[config.mk]
export PLATFORM = sky130hd
export DESIGN_NAME = rtc_secs_alarm
export DESIGN_NICKNAME = d
export VERILOG_FILES = /design/src/rtl/rtc_pkg.sv /design/src/rtl/rtc_timekeeper.sv /design/src/rtl/rtc_commit_gate.sv /design/src/rtl/rtc_irq_ctrl.sv /design/src/rtl/rtc_secs_alarm.sv
export SDC_FILE = /design/constraint.sdc
export NUM_CORES = 1
export LEC_CHECK = 0
export ABC_AREA = 1
export CAP_MARGIN = 25
export CORE_MARGIN = 1
export CORE_UTILIZATION = 30
export DETAILED_ROUTE_END_ITERATION = 8
export MAX_ROUTING_LAYER = met4
export PLACE_DENSITY = 0.44
export SLEW_MARGIN = 0
export SYNTH_ARGS = -nofsm -noshare
export SYNTH_HDL_FRONTEND = slang
export SYNTH_SLANG_ARGS = --single-unit
[constraint.sdc]
create_clock -name clk_i -period 4.8 [get_ports clk_i]
set_input_delay 0.48 -clock clk_i [delete_from_list [all_inputs] [get_ports clk_i]]
set_output_delay 0.48 -clock clk_i [all_outputs]
set_load 0.01 [all_outputs]
[src/rtl/rtc_pkg.sv]
package rtc_pkg;
    localparam int ADDR_W      = 8;
    localparam int DATA_W      = 32;
    localparam int NUM_SEC_ALM = 2;
    localparam int INT_W       = 5;

    localparam logic [ADDR_W-1:0] REG_BUSY   = 8'h04;
    localparam logic [ADDR_W-1:0] REG_SEC    = 8'h08;
    localparam logic [ADDR_W-1:0] REG_SHADOW = 8'h0C;
    localparam logic [ADDR_W-1:0] REG_MS     = 8'h10;
    localparam logic [ADDR_W-1:0] REG_ALM0   = 8'h14;
    localparam logic [ADDR_W-1:0] REG_ALM1   = 8'h18;
    localparam logic [ADDR_W-1:0] REG_MSALM  = 8'h1C;
    localparam logic [ADDR_W-1:0] REG_MASK   = 8'h28;
    localparam logic [ADDR_W-1:0] REG_STAT   = 8'h2C;

    localparam int BIT_ALM0  = 0;
    localparam int BIT_ALM1  = 1;
    localparam int BIT_MSALM = 2;

    function automatic logic is_writable(input logic [ADDR_W-1:0] a);
        return (a == REG_SEC)   || (a == REG_ALM0) || (a == REG_ALM1) ||
               (a == REG_MSALM) || (a == REG_MASK) || (a == REG_STAT);
    endfunction
endpackage

[src/rtl/rtc_timekeeper.sv]
module rtc_timekeeper
    import rtc_pkg::*;
#(
    parameter int MS_PER_SEC = 1000,
    parameter int MS_W       = $clog2(MS_PER_SEC)
) (
    input  logic                               clk_i,
    input  logic                               rst_ni,
    input  logic                               tick_i,
    input  logic                               sec_load_i,
    input  logic [DATA_W-1:0]                  sec_wdata_i,
    input  logic [NUM_SEC_ALM-1:0][DATA_W-1:0] sec_alm_i,
    input  logic [MS_W-1:0]                    ms_alm_i,
    output logic [DATA_W-1:0]                  sec_o,
    output logic [MS_W-1:0]                    ms_o,
    output logic [NUM_SEC_ALM-1:0]             sec_hit_o,
    output logic                               ms_hit_o
);
    localparam logic [MS_W-1:0] MS_LAST = MS_W'(MS_PER_SEC - 1);

    typedef struct packed {
        logic [DATA_W-1:0] sec;
        logic [MS_W-1:0]   ms;
    } tk_t;

    tk_t st_d, st_q;
    logic              carry;
    logic [MS_W-1:0]   ms_next;
    logic [DATA_W-1:0] sec_next;

    always_comb begin
        carry    = (st_q.ms == MS_LAST);
        ms_next  = carry ? '0 : st_q.ms + 1'b1;
        sec_next = st_q.sec + 1'b1;
        st_d     = st_q;
        if (tick_i) begin
            st_d.ms = ms_next;
            if (carry) st_d.sec = sec_next;
        end
        if (sec_load_i) st_d.sec = sec_wdata_i;
    end

    always_ff @(posedge clk_i or negedge rst_ni) begin
        if (!rst_ni) st_q <= '0;
        else         st_q <= st_d;
    end

    for (genvar k = 0; k < NUM_SEC_ALM; k++) begin : g_sec_cmp
        assign sec_hit_o[k] = tick_i && carry && !sec_load_i &&
                              (sec_alm_i[k] != '0) && (sec_next == sec_alm_i[k]);
    end

    assign ms_hit_o = tick_i && (ms_next == ms_alm_i);
    assign sec_o    = st_q.sec;
    assign ms_o     = st_q.ms;
endmodule

[src/rtl/rtc_commit_gate.sv]
module rtc_commit_gate #(
    parameter int BUSY_TICKS = 4,
    parameter int CNT_W      = $clog2(BUSY_TICKS + 1)
) (
    input  logic clk_i,
    input  logic rst_ni,
    input  logic tick_i,
    input  logic wr_req_i,
    output logic accept_o,
    output logic busy_o
);
    localparam logic [CNT_W-1:0] LOAD = CNT_W'(BUSY_TICKS);

    typedef struct packed {
        logic [CNT_W-1:0] cnt;
    } gate_t;

    gate_t st_d, st_q;

    always_comb begin
        st_d     = st_q;
        accept_o = wr_req_i && (st_q.cnt == '0);
        if (accept_o)                      st_d.cnt = LOAD;
        else if (tick_i && st_q.cnt != '0) st_d.cnt = st_q.cnt - 1'b1;
    end

    always_ff @(posedge clk_i or negedge rst_ni) begin
        if (!rst_ni) st_q <= '0;
        else         st_q <= st_d;
    end

    assign busy_o = (st_q.cnt != '0);
endmodule

[src/rtl/rtc_irq_ctrl.sv]
module rtc_irq_ctrl
    import rtc_pkg::*;
(
    input  logic             clk_i,
    input  logic             rst_ni,
    input  logic [INT_W-1:0] event_i,
    input  logic             mask_we_i,
    input  logic             stat_we_i,
    input  logic [INT_W-1:0] wdata_i,
    output logic [INT_W-1:0] mask_o,
    output logic [INT_W-1:0] stat_o,
    output logic             irq_o
);
    typedef struct packed {
        logic [INT_W-1:0] mask;
        logic [INT_W-1:0] stat;
        logic             irq;
    } ic_t;

    ic_t st_d, st_q;
    logic [INT_W-1:0] clr;

    always_comb begin
        st_d      = st_q;
        clr       = stat_we_i ? wdata_i : '0;
        st_d.stat = (st_q.stat & ~clr) | event_i;
        if (mask_we_i) st_d.mask = wdata_i;
        st_d.irq  = |(st_d.stat & st_d.mask);
    end

    always_ff @(posedge clk_i or negedge rst_ni) begin
        if (!rst_ni) st_q <= '0;
        else         st_q <= st_d;
    end

    assign mask_o = st_q.mask;
    assign stat_o = st_q.stat;
    assign irq_o  = st_q.irq;
endmodule

[src/rtl/rtc_secs_alarm.sv]
module rtc_secs_alarm
    import rtc_pkg::*;
#(
    parameter int MS_PER_SEC = 1000,
    parameter int BUSY_TICKS = 4
) (
    input  logic              clk_i,
    input  logic              rst_ni,
    input  logic              tick_i,
    input  logic              bus_sel_i,
    input  logic              bus_wr_i,
    input  logic [ADDR_W-1:0] bus_addr_i,
    input  logic [DATA_W-1:0] bus_wdata_i,
    output logic [DATA_W-1:0] bus_rdata_o,
    output logic              irq_o
);
    localparam int MS_W = $clog2(MS_PER_SEC);

    typedef struct packed {
        logic [NUM_SEC_ALM-1:0][DATA_W-1:0] sec_alm;
        logic [MS_W-1:0]                    ms_alm;
        logic [DATA_W-1:0]                  shadow;
    } top_t;

    top_t st_d, st_q;

    logic                   wr_req, accept, busy, rd_ms;
    logic                   sec_load, mask_we, stat_we;
    logic [DATA_W-1:0]      sec;
    logic [MS_W-1:0]        ms;
    logic [NUM_SEC_ALM-1:0] sec_hit;
    logic                   ms_hit;
    logic [INT_W-1:0]       events, mask, stat;

    assign wr_req = bus_sel_i && bus_wr_i && is_writable(bus_addr_i);
    assign rd_ms  = bus_sel_i && !bus_wr_i && (bus_addr_i == REG_MS);

    rtc_commit_gate #(.BUSY_TICKS(BUSY_TICKS)) u_gate (
        .clk_i    (clk_i),
        .rst_ni   (rst_ni),
        .tick_i   (tick_i),
        .wr_req_i (wr_req),
        .accept_o (accept),
        .busy_o   (busy)
    );

    always_comb begin
        sec_load = accept && (bus_addr_i == REG_SEC);
        mask_we  = accept && (bus_addr_i == REG_MASK);
        stat_we  = accept && (bus_addr_i == REG_STAT);
        st_d     = st_q;
        if (accept && bus_addr_i == REG_ALM0)  st_d.sec_alm[0] = bus_wdata_i;
        if (accept && bus_addr_i == REG_ALM1)  st_d.sec_alm[1] = bus_wdata_i;
        if (accept && bus_addr_i == REG_MSALM) st_d.ms_alm     = bus_wdata_i[MS_W-1:0];
        if (rd_ms)                             st_d.shadow     = sec;
    end

    always_ff @(posedge clk_i or negedge rst_ni) begin
        if (!rst_ni) st_q <= '0;
        else         st_q <= st_d;
    end

    rtc_timekeeper #(.MS_PER_SEC(MS_PER_SEC), .MS_W(MS_W)) u_time (
        .clk_i       (clk_i),
        .rst_ni      (rst_ni),
        .tick_i      (tick_i),
        .sec_load_i  (sec_load),
        .sec_wdata_i (bus_wdata_i),
        .sec_alm_i   (st_q.sec_alm),
        .ms_alm_i    (st_q.ms_alm),
        .sec_o       (sec),
        .ms_o        (ms),
        .sec_hit_o   (sec_hit),
        .ms_hit_o    (ms_hit)
    );

    always_comb begin
        events            = '0;
        events[BIT_ALM0]  = sec_hit[0];
        events[BIT_ALM1]  = sec_hit[1];
        events[BIT_MSALM] = ms_hit;
    end

    rtc_irq_ctrl u_irq (
        .clk_i     (clk_i),
        .rst_ni    (rst_ni),
        .event_i   (events),
        .mask_we_i (mask_we),
        .stat_we_i (stat_we),
        .wdata_i   (bus_wdata_i[INT_W-1:0]),
        .mask_o    (mask),
        .stat_o    (stat),
        .irq_o     (irq_o)
    );

    always_comb begin
        bus_rdata_o = '0;
        unique case (bus_addr_i)
            REG_BUSY:   bus_rdata_o = {{(DATA_W-1){1'b0}}, busy};
            REG_SEC:    bus_rdata_o = sec;
            REG_SHADOW: bus_rdata_o = st_q.shadow;
            REG_MS:     bus_rdata_o = DATA_W'(ms);
            REG_ALM0:   bus_rdata_o = st_q.sec_alm[0];
            REG_ALM1:   bus_rdata_o = st_q.sec_alm[1];
            REG_MSALM:  bus_rdata_o = DATA_W'(st_q.ms_alm);
            REG_MASK:   bus_rdata_o = DATA_W'(mask);
            REG_STAT:   bus_rdata_o = DATA_W'(stat);
            default:    bus_rdata_o = '0;
        endcase
    end
endmodule

Word level (Yosys, flattened, before mapping)
Cells that the tools add are included.
Widths: inputs -> output; s select.
{ "totals": {"out_inout_bits": 33, "register_bits": 162, "wordCells": 74, "in_bits": 45} }
{ "classes": {"muxes": 9, "n_addsub": 3, "bitwise": 4, "n_eq_ne": 13, "reduce_logical": 35} }
{ "op_table": {"columns": ["op", "n"], "rows": [
  ["$pmux 32 s9", 1],
  ["$eq 32x32->1", 2],
  ["$mux 32", 2],
  ["$reduce_bool 32->1", 2],
  ["$mux 42", 1],
  ["$add 32x1->32 const B", 1],
  ["$eq 8x5->1 const B", 4],
  ["$logic_and 1x1->1", 19],
  ["$eq 8x4->1 const B", 2],
  ["$eq 8x6->1 const B", 2],
  ["$add 10x1->10 const B", 1],
  ["$and 5x5->5", 2],
  ["$eq 10x10->1", 1],
  ["$eq 10x10->1 const B", 1],
  ["$mux 10", 1],
  ["$mux 5", 2],
  ["$eq 8x3->1 const B", 1],
  ["$mux 3", 2],
  ["$reduce_bool 2->1", 3],
  ["$logic_or 1x1->1", 5],
  ["$not 5->5", 1],
  ["$or 5x3->5", 1],
  ["$reduce_or 5->1", 1],
  ["$logic_not 3->1", 1],
  ["other kinds (4)", 5]
]} }

Logic depth before layout (Yosys ltp)
{ "logic_depth": {"depth_word": 16, "depth_mapped": 17} }

Hierarchy
From an unflattened synthesis, not the netlist that was laid out.
{ "hier_totals": {"hier_cells": 1612, "hier_area_um2": 10784.1} }
{ "by_module_without_submodules": {"columns": ["module", "cells_per_inst", "area_per_inst_um2", "instances"], "rows": [
  ["rtc_secs_alarm", 714, 5460.2, 1],
  ["rtc_timekeeper", 815, 4675.7, 1],
  ["rtc_irq_ctrl", 58, 461.7, 1],
  ["rtc_commit_gate", 25, 186.4, 1]
]} }

Worst setup path before layout
Ideal clock, no wire load.
{ "synth_timing": {"path_type": "input -> output", "startpoint": "input bus_addr_i[0]", "endpoint": "output bus_rdata_o[7]", "arrival_time_ns": 1.888, "path_stages": 10, "path_buffers": 1, "setup_slack_ns": 2.432, "t_required_ns": 4.320, "path_cell_list": "inv_1 > nand2_1 > nor2_1 > inv_1 > nor2_1 > inv_1 > clkbuf_1 > o22ai_1 > a21oi_1 > o2111ai_1"} }
{ "synth_between": {"elab_chain_cells": 2, "elab_cells_between_ends": 10, "cone_classes": "9 x eq/ne; 1 x mux"} }
{ "synth_lines": {"columns": ["element", "line", "source"], "rows": [
  ["start, declared", "rtc_secs_alarm.sv:12", "input logic [ADDR_W-1:0] bus_addr_i,"],
  ["$eq 8x6->1 (tied with other cells)", "rtc_secs_alarm.sv:98", "unique case (bus_addr_i)"],
  ["$pmux 32 s9 *", "rtc_secs_alarm.sv:98", null],
  ["end, declared", "rtc_secs_alarm.sv:14", "output logic [DATA_W-1:0] bus_rdata_o,"]
]} }
Every way passes the cells marked *; elsewhere a longest branch is shown, timed or not.

Worst setup path after layout
{ "layout_timing": {"startpoint": "input bus_addr_i[3]", "endpoint": "output bus_rdata_o[4]"} }
Same word-level chain as after synthesis.

==> results.json <==
{
  "setup_viol": 0,
  "setup.worst_path.end_class": "primary output",
  "track_usage_pct": 23.8,
  "fill_cells": 3590,
  "p_comb_share_pct": 12.2,
  "initial_core_util_pct": 30.7,
  "fin_crit_sh_pct": 75.8,
  "insertion_delay_ps": 450,
  "post_cts_buffers": 0,
  "hold_buffers": 0,
  "grt_pass1_wl_um": 58400,
  "ys_warn_count": 0,
  "hold_viol": 0,
  "clkPwrFrac_pct": 41.7,
  "fp.dieH_um": 185,
  "startpoint_type": "primary input",
  "diodes": 0,
  "cp_max_fo": 15,
  "cts_resized": 0,
  "slew_headroom_pct": 43.1,
  "rows": 66,
  "fin_crit_ps": 3640,
  "die_area_um2": 34200,
  "io_buffers": 77,
  "p_leak_nw": 5.52,
  "ir_drop_mv": 0.245,
  "antenna_found_initial": 0,
  "synth-edff-count": 0,
  "syn-num-nets": 1507,
  "use_met3_pct": 2.93,
  "tritoncts": "built",
  "clock_sinks": 162,
  "fmax_mhz": 275,
  "overflow": 0,
  "synth-seq-cells": 162,
  "busiest_layer": "met2",
  "setup_tns_ps": 0,
  "p_sw_uw": 994,
  "die_w_um": 185,
  "gr-usage-met2_pct": 35.2,
  "outcome": "finished clean",
  "rsz0062_at_grt": "false",
  "htreeDepth": 4,
  "via_per_inst": 4.99,
  "netlist_area_um2": 10000,
  "yosysMostFrequentCell": "nand2_1",
  "drt_first_pass_iters": 5,
  "core-area_um2": 32700,
  "first_global_vias": 9492,
  "gp_congestion": 0.883,
  "met1_usage_pct": 34.3,
  "cts.path.max_buffers": 2,
  "synth_common_cells": "nand2_1, dfrtp_1, inv_1",
  "wire_per_inst_um": 19.0,
  "yosysUniqueCellTypes": 36,
  "synth_area_leader_cell": "dfrtp_1",
  "path_clk_slew_ps": 70,
  "grt_max_degree": 86,
  "hold-worst-slack_ps": 62.2,
  "switching_share_pct": 30.6,
  "cp_data_arrival_time_ps": 3160,
  "syn_inst": 1458,
  "worst_pin_slew_ps": 852,
  "routed_wl_um": 37700,
  "drt-initial-drc-count": 828,
  "async_reset_ff_share_pct": 100,
  "yosysSeqAreaShare_pct": 40.4,
  "cts-root-buf": "clkbuf_16",
  "hold_path.class": "primary input to asynchronous set/reset pin",
  "finalMaxSlewViolations": 0,
  "area_growth_pct": 18.7,
  "drv_cap": 0,
  "clock_skew_ps": 17.8,
  "drc": 0,
  "synth_area_per_cell_um2": 6.88,
  "vias": 9883,
  "fin_nets": 1575,
  "fin_util_pct": 36.4,
  "critPathRequiredTime_ps": 4320,
  "io_pins": 78,
  "path_class": "primary input to primary output",
  "dp_hpwl_um": 27700,
  "power.internal_mw": 2.26,
  "drive_gt1_share_pct": 4.94,
  "detail-route-antenna-nets": 0,
  "ys_dominant_reg_cell": "dfrtp_1",
  "synthTopCellsByArea": "dfrtp_1, nand2_1, o21ai_0",
  "yosysTopAreaCellShare_pct": 40.4,
  "power.density_nw_per_um2": 273,
  "cts_buffers": 17,
  "seqPwrFrac_pct": 46.1
}
==> flip-flops by register name, summed over array words and instances, names as in the netlist <==
register,count
st_q,106
u_gate.st_q,3
u_irq.irq_o,1
u_irq.mask_o,5
u_irq.stat_o,5
u_time.ms_o,10
u_time.sec_o,32
==> power groups by stage <==
stage,registers (mW),clock network [mW],logic [mW]
floorplan,1.50,0,0.251
global placement,1.53,0,0.397
detailed placement,1.53,0,0.398
CTS,1.50,1.39,0.400
global route,1.51,1.44,0.461
finish,1.50,1.36,0.397
==> layout by cell type (no fill, tap or decap), types with 4 or more instances in the layout <==
| cell | netlist | final |
|---|---|---|
| a21oi_1 | 13 | 12 |
| a221o_1 | 4 | 4 |
| a221oi_1 | 12 | 12 |
| buf_4 | 0 | 13 |
| clkbuf_16 | 0 | 17 |
| clkdlybuf4s50_1 | 0 | 76 |
| dfrtp_1 | 162 | 162 |
| ha_1 | 4 | 4 |
| inv_1 | 156 | 156 |
| inv_6 | 0 | 7 |
| nand2_1 | 523 | 521 |
| nand2_2 | 5 | 7 |
| nand3_1 | 106 | 105 |
| nand3b_1 | 15 | 15 |
| nand4_1 | 13 | 13 |
| nor2_1 | 140 | 139 |
| nor2_4 | 5 | 5 |
| nor3_1 | 7 | 7 |
| o2111ai_1 | 14 | 14 |
| o211ai_1 | 7 | 7 |
| o21ai_0 | 148 | 148 |
| o21ai_1 | 4 | 4 |
| o221ai_1 | 29 | 29 |
| o22ai_1 | 11 | 11 |
| xnor2_1 | 5 | 5 |
| xor2_1 | 11 | 11 |
==> worst max-delay path, cell delays in order <==
cell,delay (ps)
clkdlybuf4s50_1,510
nand2_1,70
nor2_1,250
inv_1,110
nor2_2,140
inv_1,380
o22ai_1,480
a221oi_1,100
nand2_1,80
clkdlybuf4s50_1,570
==> cell families (layout without fill, tap and decap cells) <==
family	count (synthesis)	after routing	synth area share [%]
buffers and inverters	203	284	7.61
adder cells (fa/ha/maj)	4	4	0.499
XOR/XNOR	19	19	2.07
flip-flops	162	162	40.4
AO/OA/AOI/OAI	246	246	15.0
AND/OR/NAND/NOR	824	824	34.4
==> per-stage QoR <==
| stage | total power [mW] | cell area, µm² | setup WS (ps) | cells |
|---|---|---|---|---|
| after global placement | 1.92 | 11300 | 1160 | 1949 |
| after global routing | 3.41 | 11900 | 995 | 1981 |
| after CTS | 3.29 | 11900 | 1180 | 1981 |
| after floorplan | 1.75 | 10000 | 2430 | 1458 |
| after detailed placement | 1.92 | 11300 | 1190 | 1949 |
| final | 3.25 | 11900 | 1160 | 1981 |
==> area by class of cell <==
cell class,instances,area (µm²),area share (%)
Sequential cell,162,4050,34.1
Multi-Input combinational cell,1093,5230,43.9
Clock buffer,18,439,3.69
Clock inverter,14,119,0.999
Timing Repair Buffer,92,910,7.64
Inverter,160,601,5.05
Tap cell,442,553,4.65
==> path summary, 6_finish.rpt <==
path,endpoint,cells after the start,from,slack (ps)
max in group asynchronous,u_time.sec_o[19],2,rst_ni,3750
worst max-delay path,bus_rdata_o[4],10,bus_addr_i[3],1160
min in group clk_i,st_q[16],2,st_q[16],490
worst min register to register,st_q[16],2,st_q[16],490
worst min-delay path,u_gate.st_q[2],1,rst_ni,60
worst max register to register,u_irq.irq_o,17,u_time.sec_o[0],1970
==> layer usage <==
metal / wire (µm) / up-vias
li1: - / 4921
met1: 18800 / 4636
met2: 16400 / 293
met3: 1990 / 33
met4: 482 / 0
met5: 0 / -
(Power assumes the default switching activity.)
